## config.mk

```make
export PLATFORM = sky130hd
export DESIGN_NAME = mrs_init_seq
export DESIGN_NICKNAME = d
export VERILOG_FILES = /design/src/rtl/mrs_init_seq.sv
export SDC_FILE = /design/constraint.sdc
export NUM_CORES = 1
export LEC_CHECK = 0
export BUFFER_PORTS_ARGS = -buffer_cell sky130_fd_sc_hd__buf_2
export CAP_MARGIN = 20
export CORE_ASPECT_RATIO = 1.1
export CORE_UTILIZATION = 55
export CTS_BUF_LIST = sky130_fd_sc_hd__clkbuf_4
export DETAILED_ROUTE_END_ITERATION = 12
export PLACE_DENSITY = 0.87
export SLEW_MARGIN = 10
export SYNTH_ARGS = -nofsm -noshare
export SYNTH_HDL_FRONTEND = slang
export SYNTH_SLANG_ARGS = --single-unit
```

## constraint.sdc

```tcl
create_clock -name clk -period 3.62 [get_ports clk]
set_input_delay 0.905 -clock clk [delete_from_list [all_inputs] [get_ports clk]]
set_output_delay 0.905 -clock clk [all_outputs]
set_load 0.01 [all_outputs]
```

## src/rtl/mrs_init_seq.sv

```systemverilog
module mrs_init_seq #(
  parameter int ADDR_W = 12,
  parameter int GAP_W  = 4
) (
  input  logic              clk,
  input  logic              rst_n,
  input  logic              start,
  input  logic [2:0]        burst_len,
  input  logic              burst_ilv,
  input  logic [2:0]        cas_code,
  input  logic              dll_on,
  input  logic              drive_weak,
  input  logic [GAP_W-1:0]  gap,
  output logic [2:0]        cmd,
  output logic [1:0]        ba,
  output logic [ADDR_W-1:0] addr,
  output logic              busy,
  output logic              done,
  output logic              reject
);
  localparam logic [2:0] CMD_NOP = 3'b111;
  localparam logic [2:0] CMD_LMR = 3'b000;
  localparam int OPW = ADDR_W - 7;

  typedef enum logic [2:0] {S_IDLE, S_EMR, S_WAIT, S_DLLR, S_NORM, S_DONE} st_t;

  st_t             state, after;
  logic [GAP_W-1:0] cnt, gap_q;
  logic [6:0]      mode_q;
  logic            dll_q, drv_q, rej_q;
  logic            req_ok;

  assign req_ok = (burst_len inside {3'd1, 3'd2, 3'd3}) &&
                  (cas_code inside {3'b010, 3'b011, 3'b110});

  always_ff @(posedge clk or negedge rst_n) begin
    if (!rst_n) begin
      state  <= S_IDLE;
      after  <= S_IDLE;
      cnt    <= '0;
      gap_q  <= '0;
      mode_q <= '0;
      dll_q  <= 1'b0;
      drv_q  <= 1'b0;
      rej_q  <= 1'b0;
    end else begin
      rej_q <= 1'b0;
      case (state)
        S_IDLE: if (start) begin
          if (req_ok) begin
            state  <= S_EMR;
            mode_q <= {cas_code, burst_ilv, burst_len};
            dll_q  <= dll_on;
            drv_q  <= drive_weak;
            gap_q  <= gap;
          end else begin
            rej_q <= 1'b1;
          end
        end
        S_EMR: begin
          state <= S_WAIT;
          cnt   <= gap_q;
          after <= dll_q ? S_DLLR : S_NORM;
        end
        S_DLLR: begin
          state <= S_WAIT;
          cnt   <= gap_q;
          after <= S_NORM;
        end
        S_NORM: begin
          state <= S_WAIT;
          cnt   <= gap_q;
          after <= S_DONE;
        end
        S_WAIT: if (cnt == '0) state <= after; else cnt <= cnt - 1'b1;
        default: state <= S_IDLE;
      endcase
    end
  end

  always_comb begin
    cmd  = CMD_NOP;
    ba   = 2'b00;
    addr = '0;
    case (state)
      S_EMR: begin
        cmd       = CMD_LMR;
        ba        = 2'b01;
        addr[1:0] = {drv_q, ~dll_q};
      end
      S_DLLR: begin
        cmd       = CMD_LMR;
        addr[6:0] = mode_q;
        addr[8]   = 1'b1;
      end
      S_NORM: begin
        cmd       = CMD_LMR;
        addr[6:0] = mode_q;
      end
      default: ;
    endcase
  end

  assign busy   = !(state == S_IDLE || state == S_DONE);
  assign done   = (state == S_DONE);
  assign reject = rej_q;

  p_lmr_in_busy_r7: assert property (@(posedge clk) disable iff (!rst_n)
    cmd == CMD_LMR |-> busy);
  p_done_quiet_r7: assert property (@(posedge clk) disable iff (!rst_n)
    done |-> (!busy && cmd == CMD_NOP));
  p_done_once_r7: assert property (@(posedge clk) disable iff (!rst_n)
    done |=> (!done && !busy));
  p_opmode_legal_r4: assert property (@(posedge clk) disable iff (!rst_n)
    (cmd == CMD_LMR && ba == 2'b00) |->
      (addr[ADDR_W-1:7] == '0 || addr[ADDR_W-1:7] == OPW'(2)));
  p_ext_first_r2: assert property (@(posedge clk) disable iff (!rst_n)
    $rose(busy) |-> (cmd == CMD_LMR && ba == 2'b01));
  p_ext_bits_r2: assert property (@(posedge clk) disable iff (!rst_n)
    (cmd == CMD_LMR && ba == 2'b01) |-> addr[ADDR_W-1:2] == '0);
  p_nop_after_cmd_r5: assert property (@(posedge clk) disable iff (!rst_n)
    cmd == CMD_LMR |=> cmd == CMD_NOP);
  p_reject_quiet_r9: assert property (@(posedge clk) disable iff (!rst_n)
    reject |-> (!busy && cmd == CMD_NOP && $past(start)));
endmodule

```

* Yosys cells after proc, flatten, opt, wreduce, memory -nomap -nowiden
Cells that the tools add are included.
Storage, ports and cells: flip-flop bits (word level) 24, output and inout port bits 20
Cells by class: add/sub/neg operators 1, eq/ne operators 15, mux-type cells 16, bitwise logic cells 1, reduce and logical (&&, ||, !) cells 14
Operators with widths (number):
- 3-bit by 2-bit == test with 1-bit output (second input constant) | 6
- 3-bit case mux with 3 select lines | 2
- 3-bit two-way mux | 5
- 3-bit == test (second input constant) | 3
- 3-bit nonzero test | 3
- 2-bit != test (second input constant) | 4
- 4-bit case mux with 2 select lines | 1
- 3-bit by 1-bit == test with 1-bit output (second input constant) | 2
- 3-bit AND reduction | 2
- 1-bit two-way mux | 5
- 5-bit two-way mux | 1
- 4-bit zero test | 1
- 4-bit two-way mux | 1
- 2-bit case mux with 2 select lines | 1
- 4-bit by 1-bit subtractor with 4-bit output (second input constant) | 1
- 3-bit zero test | 1
- 3-bit OR reduction | 1
- 2-bit AND reduction | 1
- 2-bit nonzero test | 1
- 2-bit OR reduction | 1
- 1-bit logical AND | 1
- 1-bit zero test | 1
- 1-bit logical OR | 1
- 1-bit NOT | 1

* Logic depth before layout (Yosys ltp)
Gate-level depths: netlist (run 1).
depth in word-level cells 6, depth in mapped cells 6, gate-level depth less buffers 6

* Worst setup path after synthesis (run 1)
OpenSTA, ideal clock, no wires.
path type register to output, start reg state[2], end out cmd[1], data arrival time 1.435 ns, required time 2.715 ns, slack 1.280 ns, stages on the path, launching flop included 6, path through dfrtp_1 buf_2 nand2b_1 nor2_1 nor2_1 buf_4
On the way: word-level cells in the longest chain between the ends 3
RTL lines:
- from (decl) | RTL line 27 | st_t state, after;
- from (signal assigned) | RTL line 75 | S_WAIT: if (cnt == '0) state <= after; else cnt <= cnt - 1'b1;
- 3-bit == test (tied with other cells) | RTL line 85 | case (state)
- 3-bit OR reduction (no source line) (*)
- 3-bit two-way mux (*) | RTL line 85
- to (decl) | RTL line 14 | output logic [2:0] cmd,
Mark *: on every way between the ends. The rest lies on a longest branch, timed or not.

* Final worst setup path (run 1)
start reg state[2], end out addr[1]
On the way: word-level cells in the longest chain between the ends 3
RTL lines:
- 3-bit == test or 3-bit by 2-bit == test with 1-bit output (tied branches) | RTL line 85
- 2-bit OR reduction (no source line)
- 2-bit case mux with 2 select lines (*) | RTL line 85
- to (decl) | RTL line 16 | output logic [ADDR_W-1:0] addr,
Marks and branches as above.

==> out/qor.yml, run 1 <==
run_status: "finished clean"
gp_congestion: 0.744
grt.total_usage_pct: 22.5
critPathTopFamily: "simple AND/OR/NAND/NOR gates"
timing.setup.tns_ns: 0
drive_gt1_share_pct: 36.2
io_pins: 36
first_pass_iters: 4
synthFlopType: "dfrtp_1"
grt_first_pass_wirelength_um: 3910
die_h_um: 52
crit_fanout: 10
post_cts_buffers: 0
slowest_delay_ns: 0.51
drc: 0
die_w_um: 47.5
clock.fmax_ghz: 0.363
cts.reportedPaths.clkPinSlew_ns: 0.12
via_count: 890
design_area_mm2: 0.00140
synth.most_common_cell: "dfrtp_1"
antenna_found_initial: 0
worstMarginPinSlew_ns: 0.564
hold_viol: 0
cp-end-kind: "primary output"
critPathKind: "reg -> out"
ys_seq_elements: 24
leakage_uw: 0.000697
worstPathRequired_ns: 2.71
grt_max_degree: 25
synth_edf_count: 0
power.density_mw_per_mm2: 682
cp.arrival_ns: 1.85
hold_path.class: "reg -> reg"
cts_hold_buf: 0
synth_top_area_share_pct: 48.0
setup_viol: 0
avgSynthCellArea_um2: 11.3
relSlewSlack_pct: 62.3
syn-cell-area_mm2: 0.00125
portBuffers: 30
clk-insertion-delay-late_ns: 0.30
synth_cell_types: 34
placed_cell_area_mm2: 0.00137
cp_cell_sequence: "nand2b_1 -> nor2_1 -> a22o_1 -> buf_2"
cts_tree: "done"
final_cell_count_no_fill: 166
drt_iter0_markers: 14
die-area_mm2: 0.00247
synth_seq_area_share_pct: 48.0
slowest_stage: "dfrtp_1"
ys_warn_count: 0
n_antenna_cell: 0
place_ws_ns: 1.27
h-tree-depth: 1
maxCapViolCount: 0
viasPerCell: 5.36
period_share_pct: 76.2
fin_skew_ns: 0.00474
rsz0062_at_grt: "false"
synth_commonest_cells: "dfrtp_1, mux2_4, a21oi_1, buf_4, nor2_1"
period_needed_ns: 2.76
core_mm2: 0.00206
dp_hpwl_um: 1720
cts.repair.resized: 0
ant_nets: 0
area_growth_pct: 12.0
clk_path_buf_depth: 2
start_util_pct: 60.6
start_kind: "flop"
synth_top_cell_by_area: "dfrtp_1"
numCtsBuffers: 3
async_flop_share_pct: 100
rows: 17
worst_ir_drop_vdd_uv: 434
slew_violations: 0
routed_wl_um: 2270
wl_per_cell_um: 13.7
synthTopCellsByArea: "dfrtp_1, mux2_4, buf_4"
holdWs_ns: 0.488
layout_setup_ws_ns: 0.863
postSynthCellCount: 111
fin_nets: 157
path_buf_inv: 1
placed_cells: 162
cts.root.buffer_cell: "clkbuf_4"
grt_pass1_vias: 855
clkSinkCount: 24
overflow: 0
==> metal layers <==
layer  global-route usage [%]  up-vias  part of all wire (%)  wire length [um]
met5                        0        -                     0                 0
li1                         -      432                     -                 -
met1                     30.7      425                    44              1010
met3                     2.43        2                   3.5                79
met2                     36.3       31                    52              1170
met4                     8.10        0                  0.62                14
==> cells by family after synthesis <==
kind of cell | after synthesis | synth area share (%)
AOI/OAI and AO/OA | 21 | 12.9
muxes | 11 | 12.3
adders and majority gates | 1 | 1.00
buffers and inverters | 15 | 7.41
and+or+nand+nor | 38 | 18.0
other | 1 | 0.300
DFF | 24 | 48.0
==> per-stage QoR <==
step | power [uW] | utilization, %
after global placement | 819 | 66.5
after CTS | 954 | 67.6
after global routing | 1030 | 67.9
after floorplan | 754 | -
final | 955 | 67.9
after detailed placement | 845 | 66.5
==> state kept, by name (all words and copies together) (netlist names) <==
| name | count |
|---|---|
| state | 3 |
| gap_q | 4 |
| reject | 1 |
| after | 3 |
| mode_q | 7 |
| dll_q | 1 |
| drv_q | 1 |
| cnt | 4 |
==> worst paths after layout <==
| kind | start | endpoint | slack [ns] | cells after the start |
|---|---|---|---|---|
| min in group asynchronous | rst_n | mode_q[0] | 0.55 | 1 |
| worst max-delay path | state[2] | addr[1] | 0.86 | 4 |
| worst min-delay path | mode_q[5] | mode_q[5] | 0.49 | 1 |
| worst min register to register | mode_q[5] | mode_q[5] | 0.49 | 1 |
| worst max register to register | cnt[0] | cnt[3] | 1.86 | 6 |
| max in group asynchronous | rst_n | gap_q[3] | 2.72 | 1 |
==> layout make-up <==
| class | instances | area, um2 |
|---|---|---|
| fillers | 169 | 663 |
| flip-flops and latches | 24 | 601 |
| multi-input cells | 76 | 572 |
| repair buffers | 31 | 155 |
| well taps | 28 | 35.0 |
| clock buffers | 3 | 22.5 |
| inverters | 4 | 15.0 |
==> report_power, final <==
part	switching, uW	total (uW)	internal (uW)
registers	85.9	467	381
clock network	71.3	110	38.8
logic	183	378	195
==> placed cells by master, fill, tap and decap left out, types with 3 or more instances in the layout <==
master     n
buf_2     31
dfrtp_1   24
mux2_4     8
a21oi_1    7
nor2_1     6
and2_1     5
o21ai_0    5
conb_1     5
nand2b_1   4
inv_1      4
nand2_1    4
nor2b_1    3
nor3_1     3
nand3_1    3
mux2_2     3
clkbuf_4   3
No activity file was read; power rests on OpenSTA's default activity.
==> inputs of run 2 (changes only) <==
--- a/config.mk
+++ b/config.mk
@@ -5,13 +5,14 @@
 export SDC_FILE = /design/constraint.sdc
 export NUM_CORES = 1
 export LEC_CHECK = 0
+export ABC_AREA = 1
 export BUFFER_PORTS_ARGS = -buffer_cell sky130_fd_sc_hd__buf_2
 export CAP_MARGIN = 20
 export CORE_ASPECT_RATIO = 1.1
-export CORE_UTILIZATION = 55
+export CORE_UTILIZATION = 53
 export CTS_BUF_LIST = sky130_fd_sc_hd__clkbuf_4
 export DETAILED_ROUTE_END_ITERATION = 12
-export PLACE_DENSITY = 0.87
+export PLACE_DENSITY = 0.84
 export SLEW_MARGIN = 10
 export SYNTH_ARGS = -nofsm -noshare
 export SYNTH_HDL_FRONTEND = slang
==> constraint.sdc (replaced) <==
create_clock -name clk -period 2.77 [get_ports clk]
set_input_delay 0.6925 -clock clk [delete_from_list [all_inputs] [get_ports clk]]
set_output_delay 0.6925 -clock clk [all_outputs]
set_load 0.01 [all_outputs]
==> run 2 against run 1 <==
Hold slack lost 0.15 ns. Clock skew decreased by 0.0040 ns. Worst setup slack lost 0.29 ns. Area after synthesis increased by 3.9%. Combinational power up 91%. Register-to-register slack worse by 0.49 ns. Critical path type unchanged. Critical path depth up 2.
==> out/qor.yml, run 2 <==
clock.fmax_ghz: 0.455
ys_warn_count: 0  # unchanged
slowest_stage: "dfrtp_1"  # unchanged
synth_edf_count: 0  # unchanged
drt_iter0_markers: 15  # was 14
start_kind: "flop"  # unchanged
numCtsBuffers: 3  # unchanged
dp_hpwl_um: 2040  # was 1720 um
synthMuxAreaShare_pct: 0  # was 12.3%
worstMarginPinSlew_ns: 0.523  # was 0.564 ns
syn-cell-area_mm2: 0.00130  # was 0.00125 mm2
post_cts_buffers: 0  # unchanged
hold_viol: 0  # unchanged
path_buf_inv: 2  # was 1
final_cell_count_no_fill: 227  # was 166
start_util_pct: 57.1  # was 60.6%
routed-wl-met3_um: 109  # was 79 um
cts.root.buffer_cell: "clkbuf_4"  # unchanged
rows: 18  # was 17
n_antenna_cell: 0  # unchanged
cts.repair.resized: 0  # unchanged
die_w_um: 49.2  # was 47.5 um
placed_cells: 224  # was 162
wl_met1_um: 1060  # was 1010 um
worstPathRequired_ns: 2.08  # was 2.71 ns
cp.arrival_ns: 1.51  # was 1.85 ns
clk-insertion-delay-late_ns: 0.31  # was 0.30 ns
yosys.area_share.simple_pct: 36.6  # was 18.0%
synth_top_area_share_pct: 46.2  # was 48.0%
portBuffers: 30  # unchanged
top_layer_used: "met4"  # unchanged
grt_pass1_vias: 1030  # was 855
area_growth_pct: 11.8  # was 12.0%
slew_violations: 0  # unchanged
critPathKind: "reg -> out"  # unchanged
synth_top_family_by_area: "simple AND/OR/NAND/NOR gates"  # unchanged
crit_path_start: "state[2]"  # unchanged
period_needed_ns: 2.20
critPathTopFamily: "flip-flops"  # was simple AND/OR/NAND/NOR gates
r2r_cells: 9  # was 6
core_mm2: 0.00227  # was 0.00206 mm2
path_depth: 6  # was 4
design_area_mm2: 0.00145  # was 0.00140 mm2
die_h_um: 53.9  # was 52 um
grt.total_usage_pct: 20.3  # was 22.5%
layout_commonest_cell: "nand2_1"  # was buf_2
p_total_uw: 1460  # was 955 uW
timing.setup.tns_ns: 0  # unchanged
synth_commonest_cells: "nand2_1, dfrtp_1, inv_1"  # was dfrtp_1, mux2_4, a21oi_1, buf_4, nor2_1
drive_gt1_share_pct: 25.9  # was 36.2%
grt_first_pass_wirelength_um: 4040  # was 3910 um
clk_path_buf_depth: 2  # unchanged
worst_ir_drop_vdd_uv: 555  # was 434 uV
io_pins: 36  # unchanged
crit_fanout: 6  # was 10
maxCapViolCount: 0  # unchanged
synth_seq_area_share_pct: 46.2  # was 48.0%
fin_nets: 216  # was 157
clkSinkCount: 24  # unchanged
grt_max_degree: 25  # unchanged
antenna_found_initial: 0  # unchanged
synth-xor-area-share_pct: 0  # unchanged
top_regs: "mode_q: 7 flops, cnt: 4 flops, gap_q: 4 flops"  # unchanged
synth_top_cell_by_area: "dfrtp_1"  # unchanged
setup_viol: 0  # unchanged
first_pass_iters: 4  # unchanged
cp_cell_sequence: "inv_2 -> nand3_1 -> nand2_4 -> nand2_1 -> o21ai_0 -> buf_2"  # was nand2b_1 -> nor2_1 -> a22o_1 -> buf_2
cts_tree: "done"  # unchanged
drc: 0  # unchanged
cp-end-kind: "primary output"  # unchanged
async_flop_share_pct: 100  # unchanged
h-tree-depth: 1  # unchanged
largest_reg_flops: 7  # unchanged
period_share_pct: 79.4
power.density_mw_per_mm2: 1010  # was 682 mW/mm2
avgSynthCellArea_um2: 7.68  # was 11.3 um2
placed_cell_area_mm2: 0.00143  # was 0.00137 mm2
synthFlopType: "dfrtp_1"  # unchanged
ant_nets: 0  # unchanged
utilization_pct: 63.9  # was 67.9%
gp_congestion: 0.853  # was 0.744
regMostFlops: "mode_q"  # unchanged
run_status: "finished clean"  # unchanged
synthTopCellsByArea: "dfrtp_1, nand2_1, buf_4"  # was dfrtp_1, mux2_4, buf_4
cts.reportedPaths.clkPinSlew_ns: 0.12  # about the same
rsz0062_at_grt: "false"  # unchanged
mostFrequentLayoutCells: "nand2_1, buf_2, dfrtp_1, inv_1, nor2_1"  # was buf_2, dfrtp_1, mux2_4, a21oi_1, nor2_1
synth_cell_types: 24  # was 34
ys_seq_elements: 24  # unchanged
wl_per_cell_um: 11.0  # was 13.7 um
via_count: 1102  # was 890
hold_path.class: "in -> async"  # was reg -> reg
leakage_uw: 0.000861  # was 0.000697 uW
routed_wl_um: 2490  # was 2270 um
overflow: 0  # unchanged
synth_fa_ha_area_share_pct: 0.963  # was 1.00%
rr_startpoint: "cnt[0]"  # unchanged
cts_hold_buf: 0  # unchanged
synth_compound_area_share_pct: 4.05  # was 12.9%
fin_skew_ns: 0.000734  # was 0.00474 ns
slowest_delay_ns: 0.46  # was 0.51 ns
relSlewSlack_pct: 65.1  # was 62.3%
wl_met2_um: 1310  # was 1170 um
viasPerCell: 4.85  # was 5.36
postSynthCellCount: 169  # was 111
synth.most_common_cell: "nand2_1"  # was dfrtp_1
die-area_mm2: 0.00265  # was 0.00247 mm2
-- run 2: cell types whose count changed after synthesis, sizes merged, moves of 6 or more --
cell	delta
a21oi	-6
and2	-6
inv	+18
mux2	-11
nand2	+66
nand3	+6
nor2	+12
-- run 2: cell families after synthesis --
logic type | after synthesis
buf+inv | 31
other cells | 1
compound gates | 9
flops | 24
simple gates | 103
fa+ha+maj | 1
-- run 2: where the power goes --
part | total [uW] | internal, uW | switching [uW]
clock | 148 | 50.8 | 97.1
combinational | 721 | 262 | 459
sequential | 593 | 492 | 100
-- run 2: final timing paths --
check / end / slack, ns
worst max-delay path: addr[0] / 0.57
worst min-delay path: cnt[1] / 0.34
worst max register to register: cnt[0] / 1.37
worst min register to register: mode_q[5] / 0.48
max in group asynchronous: mode_q[4] / 2.08
min in group clk: mode_q[5] / 0.48
-- run 2: metal layers --
layer / up-vias / GRT usage (%)
met5: - / 0
met3: 2 / 2.82
met2: 34 / 39.0
met4: 0 / 8.33
li1: 557 / -
met1: 509 / 22.9
-- run 2: final cells by class --
cell class / count / area [um2]
flip-flops and latches: 24 / 601
clock buffers: 3 / 22.5
well taps: 30 / 37.5
inverters: 22 / 82.6
multi-input cells: 118 / 559
repair buffers: 30 / 150
fillers: 211 / 822
-- run 2: stage by stage --
| step | setup WS, ns | hold WS [ns] |
|---|---|---|
| after floorplan | 1.07 | 0.397 |
| after global placement | 1.01 | 0.434 |
| after detailed placement | 0.923 | 0.451 |
| after CTS | 0.576 | 0.359 |
| after global routing | 0.480 | 0.370 |
| final | 0.572 | 0.341 |
==> inputs of run 3 (changes only) <==
--- a/config.mk
+++ b/config.mk
@@ -5,14 +5,14 @@
 export SDC_FILE = /design/constraint.sdc
 export NUM_CORES = 1
 export LEC_CHECK = 0
-export ABC_AREA = 1
+export ABC_AREA = 0
 export BUFFER_PORTS_ARGS = -buffer_cell sky130_fd_sc_hd__buf_2
 export CAP_MARGIN = 20
 export CORE_ASPECT_RATIO = 1.1
-export CORE_UTILIZATION = 53
+export CORE_UTILIZATION = 48
 export CTS_BUF_LIST = sky130_fd_sc_hd__clkbuf_4
 export DETAILED_ROUTE_END_ITERATION = 12
-export PLACE_DENSITY = 0.84
+export PLACE_DENSITY = 0.81
 export SLEW_MARGIN = 10
 export SYNTH_ARGS = -nofsm -noshare
 export SYNTH_HDL_FRONTEND = slang
==> constraint.sdc (replaced) <==
create_clock -name clk -period 2 [get_ports clk]
set_input_delay 0.5 -clock clk [delete_from_list [all_inputs] [get_ports clk]]
set_output_delay 0.5 -clock clk [all_outputs]
set_load 0.01 [all_outputs]
==> run 3 against run 2 <==
The run now ends with setup timing left. First-iteration DRC count grew 73%. Global-route usage shrank 0.12 points. Power increased by 29%. Via count shrank 13%. Flip-flop and latch count unchanged. Register-to-register slack got worse by 1.2 ns. Critical endpoint is now addr[3]. Worst setup slack got worse by 0.66 ns. Cell area increased by 5.7%. Utilization shrank 1.8 points. Count of clock-buffer cells in the layout unchanged. Wire length is 5.5% higher. Largest power group unchanged. Critical path type unchanged.
==> out/qor.yml, run 3 (synthesis results as in run 1) <==
run_status: "complete, but fails checks"  # was finished clean
failed_checks: "setup timing"
grt_pass1_vias: 948  # was 1030
setup_viol: 11  # was 0
top_regs: "mode_q: 7 flops, cnt: 4 flops, gap_q: 4 flops"  # unchanged
place_ws_ns: 0.0920  # was 0.923 ns
clkSinkCount: 24  # unchanged
relSlewSlack_pct: 59.9  # was 65.1%
seqPwrFrac_pct: 44.0  # was 40.6%
start_kind: "flop"  # unchanged
worst_ir_drop_vdd_uv: 647  # was 555 uV
drc: 0  # unchanged
p_sw_share_pct: 36.5  # was 44.9%
wl_per_cell_um: 14.5  # was 11.0 um
die_w_um: 50.7  # was 49.2 um
hold_path.class: "in -> async"  # unchanged
rsz0062_at_grt: "true"  # was false
n_antenna_cell: 0  # unchanged
layout_setup_ws_ns: -0.0835  # was 0.572 ns
leakage_uw: 0.000760  # was 0.000861 uW
clock.fmax_ghz: 0.480
clk-insertion-delay-late_ns: 0.30  # was 0.31 ns
mostFrequentLayoutCells: "buf_2, dfrtp_1, buf_4, mux2_4, a21oi_1"  # was nand2_1, buf_2, dfrtp_1, inv_1, nor2_1
period_share_pct: 104
regMostFlops: "mode_q"  # unchanged
p_sw_uw: 687  # was 656 uW
area_growth_pct: 22.8  # was 11.8%
internal-power_uw: 1190  # was 805 uW
clk_path_buf_depth: 2  # unchanged
largest_reg_flops: 7  # unchanged
cts_hold_buf: 0  # unchanged
combPwrFrac_pct: 45.1  # was 49.3%
die-area_mm2: 0.00281  # was 0.00265 mm2
viasPerCell: 5.29  # was 4.85
h-tree-depth: 1  # unchanged
critPathKind: "reg -> out"  # unchanged
overflow: 0  # unchanged
antenna_found_initial: 0  # unchanged
numCtsBuffers: 3  # unchanged
cts.reportedPaths.clkPinSlew_ns: 0.13  # was 0.12 ns
cts_tree: "done"  # unchanged
final_cell_count_no_fill: 181  # was 227
fin_nets: 169  # was 216
maxCapViolCount: 0  # unchanged
grt_max_degree: 25  # unchanged
drt_iter0_markers: 26  # was 15
routed_wl_um: 2630  # was 2490 um
placed_cells: 169  # was 224
power.density_mw_per_mm2: 1230  # was 1010 mW/mm2
utilization_pct: 62.1  # was 63.9%
io_pins: 36  # unchanged
ant_nets: 0  # unchanged
worstMarginPinSlew_ns: 0.600  # was 0.523 ns
hold_viol: 0  # unchanged
layout_commonest_cell: "buf_2"  # was nand2_1
worstPathRequired_ns: 1.50  # was 2.08 ns
grt.total_usage_pct: 20.2  # was 20.3%
fin_skew_ns: 0.00774  # was 0.000734 ns
crit_fanout: 5  # was 6
core_mm2: 0.00247  # was 0.00227 mm2
pwr-share-clk_pct: 10.9  # was 10.1%
first_pass_iters: 4  # unchanged
die_h_um: 55.5  # was 53.9 um
period_needed_ns: 2.08
drive_gt1_share_pct: 46.0  # was 25.9%
portBuffers: 30  # unchanged
via_count: 958  # was 1102
start_util_pct: 50.6  # was 57.1%
slew_violations: 0  # unchanged
grt_first_pass_wirelength_um: 4280  # was 4040 um
rows: 19  # was 18
dp_hpwl_um: 1850  # was 2040 um
cp.arrival_ns: 1.58  # was 1.51 ns
gp_congestion: 0.812  # was 0.853
cts.root.buffer_cell: "clkbuf_4"  # unchanged
cp-end-kind: "primary output"  # unchanged
[run 3: layout make-up]
class	instances	area (um2)
flip-flops and latches	24	602
repair buffers	42	240
inverters	4	18.8
fillers	214	937
well taps	31	38.8
multi-input cells	77	613
clock buffers	3	22.5
[run 3: repair_timing]
item                                    CTS  global route
buffers inserted                          5             3
pin swaps                                 4             2
gates resized for setup                   7             3
endpoints found under the setup margin   12            11
cloned                                    1             0
[run 3: final timing paths]
| kind | from | to | slack, ns | cells past startpoint |
|---|---|---|---|---|
| max | state[2] | addr[3] | -0.08 | 4 |
| min | rst_n | state[2] | 0.15 | 1 |
| max reg2reg | cnt[0] | cnt[1] | 0.17 | 7 |
| min reg2reg | mode_q[5] | mode_q[5] | 0.47 | 1 |
| max in group asynchronous | rst_n | state[0] | 1.47 | 1 |
| min in group clk | dll_on | dll_q | 0.42 | 2 |
[run 3: critical path: stages, from the launching register on]
cell	delay [ns]
dfrtp_1	0.42
or3b_4	0.44
o21ai_4	0.12
and2_1	0.17
buf_2	0.13
[run 3: metrics by stage]
step	hold slack, ns	instance area [um2]	setup TNS [ns]	power, uW
5_1_grt	0.177	1540	-1.16	2000
3_5_place_dp	0.443	1410	0	1580
2_1_floorplan	0.204	1260	0	1360
6_report	0.152	1540	-0.725	1880
3_3_place_gp	0.454	1410	0	1530
4_1_cts	0.167	1500	-0.773	1830
[run 3: metal layers]
metal	track usage [%]	vias up	wire length (um)
met3	2.75	4	93
met1	23.8	464	1120
li1	-	456	-
met4	9.13	0	36
met5	0	-	0
met2	35.6	34	1380
[run 3: power groups by stage]
| stage | clock [uW] | sequential (uW) | combinational [uW] |
|---|---|---|---|
| floorplan | 0 | 784 | 580 |
| global placement | 0 | 824 | 707 |
| detailed placement | 0 | 831 | 745 |
| CTS | 209 | 822 | 797 |
| global route | 223 | 854 | 926 |
| finish | 206 | 827 | 848 |
